--- src/rtl/nibreg_pkg.sv ---
package nibreg_pkg;
  localparam int NIB_W  = 4;
  localparam int ADDR_W = 4;
  localparam int CHAR_W = NIB_W + ADDR_W;
  localparam int NREG   = 2 * (2 ** ADDR_W) - 1;

  typedef struct packed {
    logic              wrEn;
    logic [ADDR_W-1:0] addr;
    logic [NIB_W-1:0]  data;
    logic              txDone;
    logic              txFree;
  } ctrlStrb_t;
endpackage

--- src/rtl/nibreg_ctrl.sv ---
module nibreg_ctrl
  import nibreg_pkg::*;
#(
  parameter int OVS = 16
) (
  input  logic              clk,
  input  logic              doReset,
  input  logic              rxd,
  input  logic              dcSel,
  input  logic [NIB_W-1:0]  activeDiv,
  input  logic              txGo,
  input  logic [CHAR_W-1:0] txByte,
  output ctrlStrb_t         strb,
  output logic              txd
);
  localparam int SUB_W = $clog2(OVS);
  localparam int IDX_W = $clog2(CHAR_W + 2);
  localparam logic [SUB_W-1:0] SUB_MID  = SUB_W'(OVS / 2 - 1);
  localparam logic [SUB_W-1:0] SUB_LAST = SUB_W'(OVS - 1);
  localparam logic [IDX_W-1:0] IDX_STOP = IDX_W'(CHAR_W + 1);

  logic [1:0] rxSync, dcSync;
  logic rxS, dcS;
  always_ff @(posedge clk) begin
    if (doReset) begin
      rxSync <= 2'b11;
      dcSync <= 2'b11;
    end else begin
      rxSync <= {rxSync[0], rxd};
      dcSync <= {dcSync[0], dcSel};
    end
  end
  assign rxS = rxSync[1];
  assign dcS = dcSync[1];

  // oversampling tick, period activeDiv+1 clocks
  logic [NIB_W-1:0] divCnt;
  logic tick;
  assign tick = (divCnt == '0);
  always_ff @(posedge clk) begin
    if (doReset) divCnt <= '0;
    else         divCnt <= tick ? activeDiv : divCnt - 1'b1;
  end

  // receiver
  logic              rxAct, rxPrev;
  logic [SUB_W-1:0]  rxSub;
  logic [IDX_W-1:0]  rxIdx;
  logic [CHAR_W-1:0] rxShift;
  logic              rxSample;
  assign rxSample = tick && rxAct && (rxSub == SUB_MID);

  always_ff @(posedge clk) begin
    if (doReset) begin
      rxAct   <= 1'b0;
      rxPrev  <= 1'b1;
      rxSub   <= '0;
      rxIdx   <= '0;
      rxShift <= '0;
    end else if (tick) begin
      rxPrev <= rxS;
      if (!rxAct) begin
        if (rxPrev && !rxS) begin
          rxAct <= 1'b1;
          rxSub <= '0;
          rxIdx <= '0;
        end
      end else begin
        rxSub <= rxSub + 1'b1;
        if (rxSub == SUB_MID) begin
          rxIdx <= rxIdx + 1'b1;
          if (rxIdx == '0) begin
            if (rxS) rxAct <= 1'b0;
          end else if (rxIdx == IDX_STOP) begin
            rxAct <= 1'b0;
          end else begin
            rxShift <= {rxS, rxShift[CHAR_W-1:1]};
          end
        end
      end
    end
  end

  // transmitter
  logic              txBusy;
  logic [SUB_W-1:0]  txSub;
  logic [IDX_W-1:0]  txIdx;
  logic [CHAR_W+1:0] txShift;
  logic              txFin;
  assign txFin = txBusy && tick && (txSub == SUB_LAST) && (txIdx == IDX_STOP);

  always_ff @(posedge clk) begin
    if (doReset) begin
      txBusy  <= 1'b0;
      txSub   <= '0;
      txIdx   <= '0;
      txShift <= '1;
    end else if (txGo && (!txBusy || txFin)) begin
      txBusy  <= 1'b1;
      txSub   <= '0;
      txIdx   <= '0;
      txShift <= {1'b1, txByte, 1'b0};
    end else if (txFin) begin
      txBusy <= 1'b0;
    end else if (txBusy && tick) begin
      txSub <= txSub + 1'b1;
      if (txSub == SUB_LAST) begin
        txShift <= {1'b1, txShift[CHAR_W+1:1]};
        txIdx   <= txIdx + 1'b1;
      end
    end
  end
  assign txd = txShift[0];

  assign strb.wrEn   = rxSample && (rxIdx == IDX_STOP) && rxS && !dcS;
  assign strb.addr   = rxShift[CHAR_W-1:NIB_W];
  assign strb.data   = rxShift[NIB_W-1:0];
  assign strb.txDone = txFin;
  assign strb.txFree = !txBusy || txFin;


  stop_high_chk: assert property (@(posedge clk) disable iff (doReset)
    (txBusy && txIdx == IDX_STOP) |-> txd);

  go_when_free_chk: assert property (@(posedge clk) disable iff (doReset)
    (txGo && txBusy && !txFin) |=> $stable(txShift) || (txBusy && tick));
endmodule

--- src/rtl/nibreg_dp.sv ---
module nibreg_dp
  import nibreg_pkg::*;
(
  input  logic                  clk,
  input  logic                  doReset,
  input  ctrlStrb_t             strb,
  output logic [NREG*NIB_W-1:0] regsOut,
  output logic [NIB_W-1:0]      activeDiv,
  output logic                  txGo,
  output logic [CHAR_W-1:0]     txByte
);
  localparam int CFG_I  = 2 ** ADDR_W - 1;
  localparam int BAUD_I = 2 ** ADDR_W - 2;
  localparam logic [ADDR_W-1:0] CFG_A  = ADDR_W'(CFG_I);
  localparam logic [ADDR_W:0]   CFG_W  = (ADDR_W+1)'(CFG_I);
  localparam logic [ADDR_W:0]   BAUD_W = (ADDR_W+1)'(BAUD_I);
  localparam logic [NIB_W-1:0]  CFG_RST  = NIB_W'(2);
  localparam logic [NIB_W-1:0]  BAUD_RST = '1;

  function automatic logic [NIB_W-1:0] rstVal(int idx);
    if (idx == CFG_I)  return CFG_RST;
    if (idx == BAUD_I) return BAUD_RST;
    return '0;
  endfunction

  logic [NIB_W-1:0] regs [NREG];
  logic shadow, echoEn, newEcho, wrEcho, isBaud, launch, goBaud;
  logic [ADDR_W:0] wrIdx;
  logic [CHAR_W-1:0] rawByte, pendByte;
  logic pendValid, pendBaud, inFlightBaud;

  assign shadow  = regs[CFG_I][0];
  assign echoEn  = regs[CFG_I][1];
  assign wrIdx   = (strb.addr == CFG_A) ? CFG_W : {shadow, strb.addr};
  assign newEcho = (strb.addr == CFG_A) ? strb.data[1] : echoEn;
  assign wrEcho  = strb.wrEn && newEcho;
  assign isBaud  = strb.wrEn && (wrIdx == BAUD_W);
  assign rawByte = {strb.addr, strb.data};

  assign txGo   = pendValid || wrEcho;
  assign txByte = pendValid ? pendByte : rawByte;
  assign goBaud = pendValid ? pendBaud : isBaud;
  assign launch = txGo && strb.txFree;

  always_ff @(posedge clk) begin
    if (doReset) begin
      for (int i = 0; i < NREG; i++) regs[i] <= rstVal(i);
    end else if (strb.wrEn) begin
      regs[wrIdx] <= strb.data;
    end
  end

  always_ff @(posedge clk) begin
    if (doReset) begin
      pendValid    <= 1'b0;
      pendBaud     <= 1'b0;
      pendByte     <= '0;
      inFlightBaud <= 1'b0;
      activeDiv    <= BAUD_RST;
    end else begin
      if (launch) begin
        pendValid <= pendValid && wrEcho;
        if (pendValid && wrEcho) begin
          pendByte <= rawByte;
          pendBaud <= isBaud;
        end
      end else if (wrEcho) begin
        pendValid <= 1'b1;
        pendByte  <= rawByte;
        pendBaud  <= isBaud;
      end

      if (launch)           inFlightBaud <= goBaud;
      else if (strb.txDone) inFlightBaud <= 1'b0;

      if (isBaud && !newEcho)                  activeDiv <= strb.data;
      else if (strb.txDone && inFlightBaud)    activeDiv <= regs[BAUD_I];
    end
  end

  for (genvar g = 0; g < NREG; g++) begin : g_out
    assign regsOut[g*NIB_W +: NIB_W] = regs[g];
  end


  no_overflow_chk: assert property (@(posedge clk) disable iff (doReset)
    (pendValid && wrEcho) |-> strb.txFree);

  div_hold_chk: assert property (@(posedge clk) disable iff (doReset)
    (inFlightBaud && !strb.txDone && !strb.wrEn) |=> $stable(activeDiv));
endmodule

--- src/rtl/nibreg_bank.sv ---
module nibreg_bank
  import nibreg_pkg::*;
#(
  parameter int OVS = 16
) (
  input  logic                  clk,
  input  logic                  rstN,
  input  logic                  pwrdnN,
  input  logic                  rxd,
  input  logic                  dcSel,
  output logic                  txd,
  output logic [NREG*NIB_W-1:0] regsOut
);
  logic doReset;
  ctrlStrb_t strb;
  logic [NIB_W-1:0] activeDiv;
  logic txGo;
  logic [CHAR_W-1:0] txByte;

  assign doReset = !rstN && pwrdnN;

  nibreg_ctrl #(.OVS(OVS)) u_ctrl (
    .clk(clk), .doReset(doReset), .rxd(rxd), .dcSel(dcSel),
    .activeDiv(activeDiv), .txGo(txGo), .txByte(txByte),
    .strb(strb), .txd(txd)
  );

  nibreg_dp u_dp (
    .clk(clk), .doReset(doReset), .strb(strb), .regsOut(regsOut),
    .activeDiv(activeDiv), .txGo(txGo), .txByte(txByte)
  );
endmodule

--- config.mk ---
export PLATFORM = sky130hd
export DESIGN_NAME = nibreg_bank
export DESIGN_NICKNAME = d
export VERILOG_FILES = /design/src/rtl/nibreg_pkg.sv /design/src/rtl/nibreg_ctrl.sv /design/src/rtl/nibreg_dp.sv /design/src/rtl/nibreg_bank.sv
export SDC_FILE = /design/constraint.sdc
export NUM_CORES = 1
export LEC_CHECK = 0
export CAP_MARGIN = 20
export CORE_MARGIN = 5
export CORE_UTILIZATION = 35
export DETAILED_ROUTE_END_ITERATION = 12
export PLACE_DENSITY_LB_ADDON = 0.3
export SETUP_SLACK_MARGIN = 0.4
export SKIP_LAST_GASP = 1
export SLEW_MARGIN = 0
export SYNTH_ARGS = -nofsm -noshare
export SYNTH_HDL_FRONTEND = slang
export SYNTH_HIERARCHICAL = 1
export SYNTH_SLANG_ARGS = --single-unit
--- constraint.sdc ---
create_clock -name clk -period 3.65 [get_ports clk]
set_input_delay 0.5475 -clock clk [delete_from_list [all_inputs] [get_ports clk]]
set_output_delay 0.5475 -clock clk [all_outputs]
set_load 0.005 [all_outputs]
==> results.md <==
* Status: complete, no violations
* Die Y at around 160 um
* Crit path arrival time at 3.14 ns
* Die span in x at around 160 um
* Yosys top cell by area: edfxtp_1
* Final period utilization at 83.36%
* Share of layout cells above drive strength 1 at around 12%
* Vias/cell at just under 5
* Cell family with most CP delay: simple AND/OR/NAND/NOR gates
* Final min period at ~3 ns
* Rel. slew slack at between 50% and 60%
* Data required, critical path at ~3.8 ns
* Synth area leaders: edfxtp_1, dfxtp_1, and2_1
* DR WL/cell at 16.42 um
* Iteration-0 DRC Markers at ~250
* Utilization after layout at a little under half
* CTS tree: built
* Detail Route Antenna Nets at 0
* Final Setup Violations at 0
* Worst-margin pin slew at around 0.74 ns
* Largest net degree at the start of global routing at 39
* Antenna cells at 0
* DPL Wire Length at 12120 um
* Total GRT Usage at about 14%
* Most frequent cells in the layout: clkdlybuf4s50_1, edfxtp_1, and2_1, dfxtp_1, nor2_1
* Ys flop type: edfxtp_1
* Leak Pwr at roughly 0.0037 uW
* H-tree depth at 4
* CP Max Fanout at 16
* Input/output buffers at around 130
* Core area at about 23000 sq um
* Fillers at roughly 2100
* Seq/Total Area, Yosys at between 60 and 70%
* Clk buf depth at 2
* Critical path class: flip-flop to flip-flop
* Die area at between 20000 and 30000 sq um
* Area occupied by multi-input gates at a little under 3000 sq um
* Initial antenna violation count at 0
* Worst-path cell chain: inv_1 -> ha_1 -> and4bb_4 -> nand2_1 -> nor2_1 -> nor4b_4 -> inv_2 -> or4_1 -> buf_4 -> o21ai_1
* Peak supply drop at around 0.25 mV
* # rows at 55
* Final hold viol count at 0
* Aggregate global routing overflow at 0
* Final wirelength at ~18000 um
* RD Place Congestion at 0.7306
* Initial Util at around 36%
* Fmax at roughly 330 MHz
* Yosys warns at 6
* Net count after synthesis at a little under 700
* Synth top area share at between 40% and 50%
* First-pass GRT wire length at about 28000 um
* Max_cap viols at 0
* Synth Register Bits at approximately 180
* Worst-Skew Late Latency at roughly 0.43 ns
* Crit end category: flip-flop
* # DRC at 0
* Worst Clk Skew at between 0.01 and 0.015 ns
* Syn Area/Cell at about 12 sq um
* Layout Nets at around 800
* DR vias at around 5300
* TritonCTS Buffers at 17
* DR pass1 iterations at 4
* Register area at slightly below 5000 sq um
* Crit start category: flip-flop
* P per Cell Area at 440.8 nW/um^2
* Root buf cell: clkbuf_16
* Slew Limit Fails at 0
* Worst Hold Class: flip-flop to flip-flop
* Post-CTS setup buffers at 0
* Setup tns final at 0 ns
* Slowest CP cell: or4_1
* Clock sinks at between 150 and 200
* Clk slew on worst S/H paths at about 0.070 ns
* # IOs at 130
* Post-synth EDFFs at between 100 and 150
* Post-synth ARST share at 0%
* Post-route cell area at 10230 sq um
* RSZ-0062 raised after global routing: true
* Post-Syn Area at 8016 sq um
* Placed Area at ~9500 sq um
* Crit path largest cell delay at 0.48 ns
* Most common cell after layout, fill and taps aside: clkdlybuf4s50_1
* P&R area growth vs syn at 27.58%
* Number of global-route vias before repair at around 5300
* Mapped Cells at 666
* Buffers & Inverters on Critical Path at 3
* Count of cell types in the netlist at 64
==> cell type report <==
cell class / count / share of cell area, %
timing repair buffer: 146 / 14.07
multi-input combinational: 425 / 28.22
inverter: 10 / 0.3670
clock inverter: 15 / 1.737
sequential: 183 / 47.96
tap: 285 / 3.487
clock buffer: 17 / 4.160
==> sequential cells by signal, summed over array words and instances, names as in the netlist <==
name and count:
u_ctrl/txSub 4, u_ctrl/dcSync 2, u_ctrl/rxSync 2, u_ctrl/rxAct 1, u_dp/inFlightBaud 1, u_dp/pendBaud 1, u_ctrl/rxShift 8, u_ctrl/txShift 9
u_dp/regs 124, u_ctrl/rxPrev 1, u_dp/activeDiv 4, u_ctrl/txIdx 4, u_ctrl/rxIdx 4, u_ctrl/rxSub 4, u_dp/pendByte 8, u_ctrl/txBusy 1
u_dp/pendValid 1, u_ctrl/divCnt 4
==> final timing paths <==
| check | startpoint | endpoint | slack [ns] | cells after the start |
|---|---|---|---|---|
| setup reg to reg | u_ctrl/divCnt[0] | u_dp/regs[28][0] | 0.61 | 10 |
| hold / removal | u_ctrl/dcSync[0] | u_ctrl/dcSync[1] | 0.41 | 1 |
| hold reg to reg | u_ctrl/dcSync[0] | u_ctrl/dcSync[1] | 0.41 | 1 |
| setup / recovery | u_ctrl/divCnt[0] | u_dp/regs[28][0] | 0.61 | 10 |
==> cell families after synthesis <==
logic type,count (synthesis),synth area share (%)
AOI/OAI and AO/OA,106,8.678
xor gates and xnor gates,6,0.6555
adders and majority gates,9,1.405
buffers and inverters,58,3.558
DFF,183,61.18
muxes,33,4.433
and+or+nand+nor,271,20.09
==> synthesized netlist by cell type, types with 2 or more instances <==
cell type  number
a211oi_1        9
a21o_1          2
a21oi_1        21
a22oi_1         7
and2_1        119
and3_1          5
and4bb_2        2
buf_1           4
buf_2           9
buf_4           3
buf_6           6
clkbuf_1       26
dfxtp_1        59
edfxtp_1      124
ha_1            9
inv_1           9
mux2_2         10
mux2i_1        22
nand2_1        14
nand2b_1        5
nand3_1         7
nand3b_1        5
nand4_1        12
nor2_1         58
nor2_2          2
nor2_4          4
nor2b_1         6
nor3_1          2
o211ai_1        3
o21ai_0        36
o21bai_1        2
o31ai_1        13
or2_2           6
or3_1           9
or4_1           3
xnor2_1         2
xor2_1          4
==> power by group <==
| group | switching (uW) | internal [uW] |
|---|---|---|
| clock | 855 | 984 |
| combinational | 162 | 164 |
| sequential | 62.4 | 2280 |
==> per-layer routing <==
layer	routed length [um]	track usage, %
met5	0	0
met1	7989	17.47
met3	952	3.598
met4	127	4.304
met2	8676	23.37
==> metrics by stage <==
step / instances / total power (uW) / worst slack (ns) / hold WS [ns]
after floorplan: 666 / 2576 / 0.6049 / 0.3895
after global placement: 1048 / 2702 / 0.4584 / 0.3942
after detailed placement: 1048 / 2707 / 0.3446 / 0.3962
after CTS: 1080 / 4544 / 0.3971 / 0.4124
after global routing: 1081 / 4688 / 0.3861 / 0.4319
final: 1081 / 4508 / 0.6075 / 0.4116
==> what timing repair did <==
item / 4_1_cts / 5_1_grt
pin swaps: 0 / 0
gates cloned: 0 / 0
hold buffers: 0 / 0
setup endpoints to repair: 24 / 136
gates resized for setup: 6 / 36
Power figures use the tool's default switching activity.
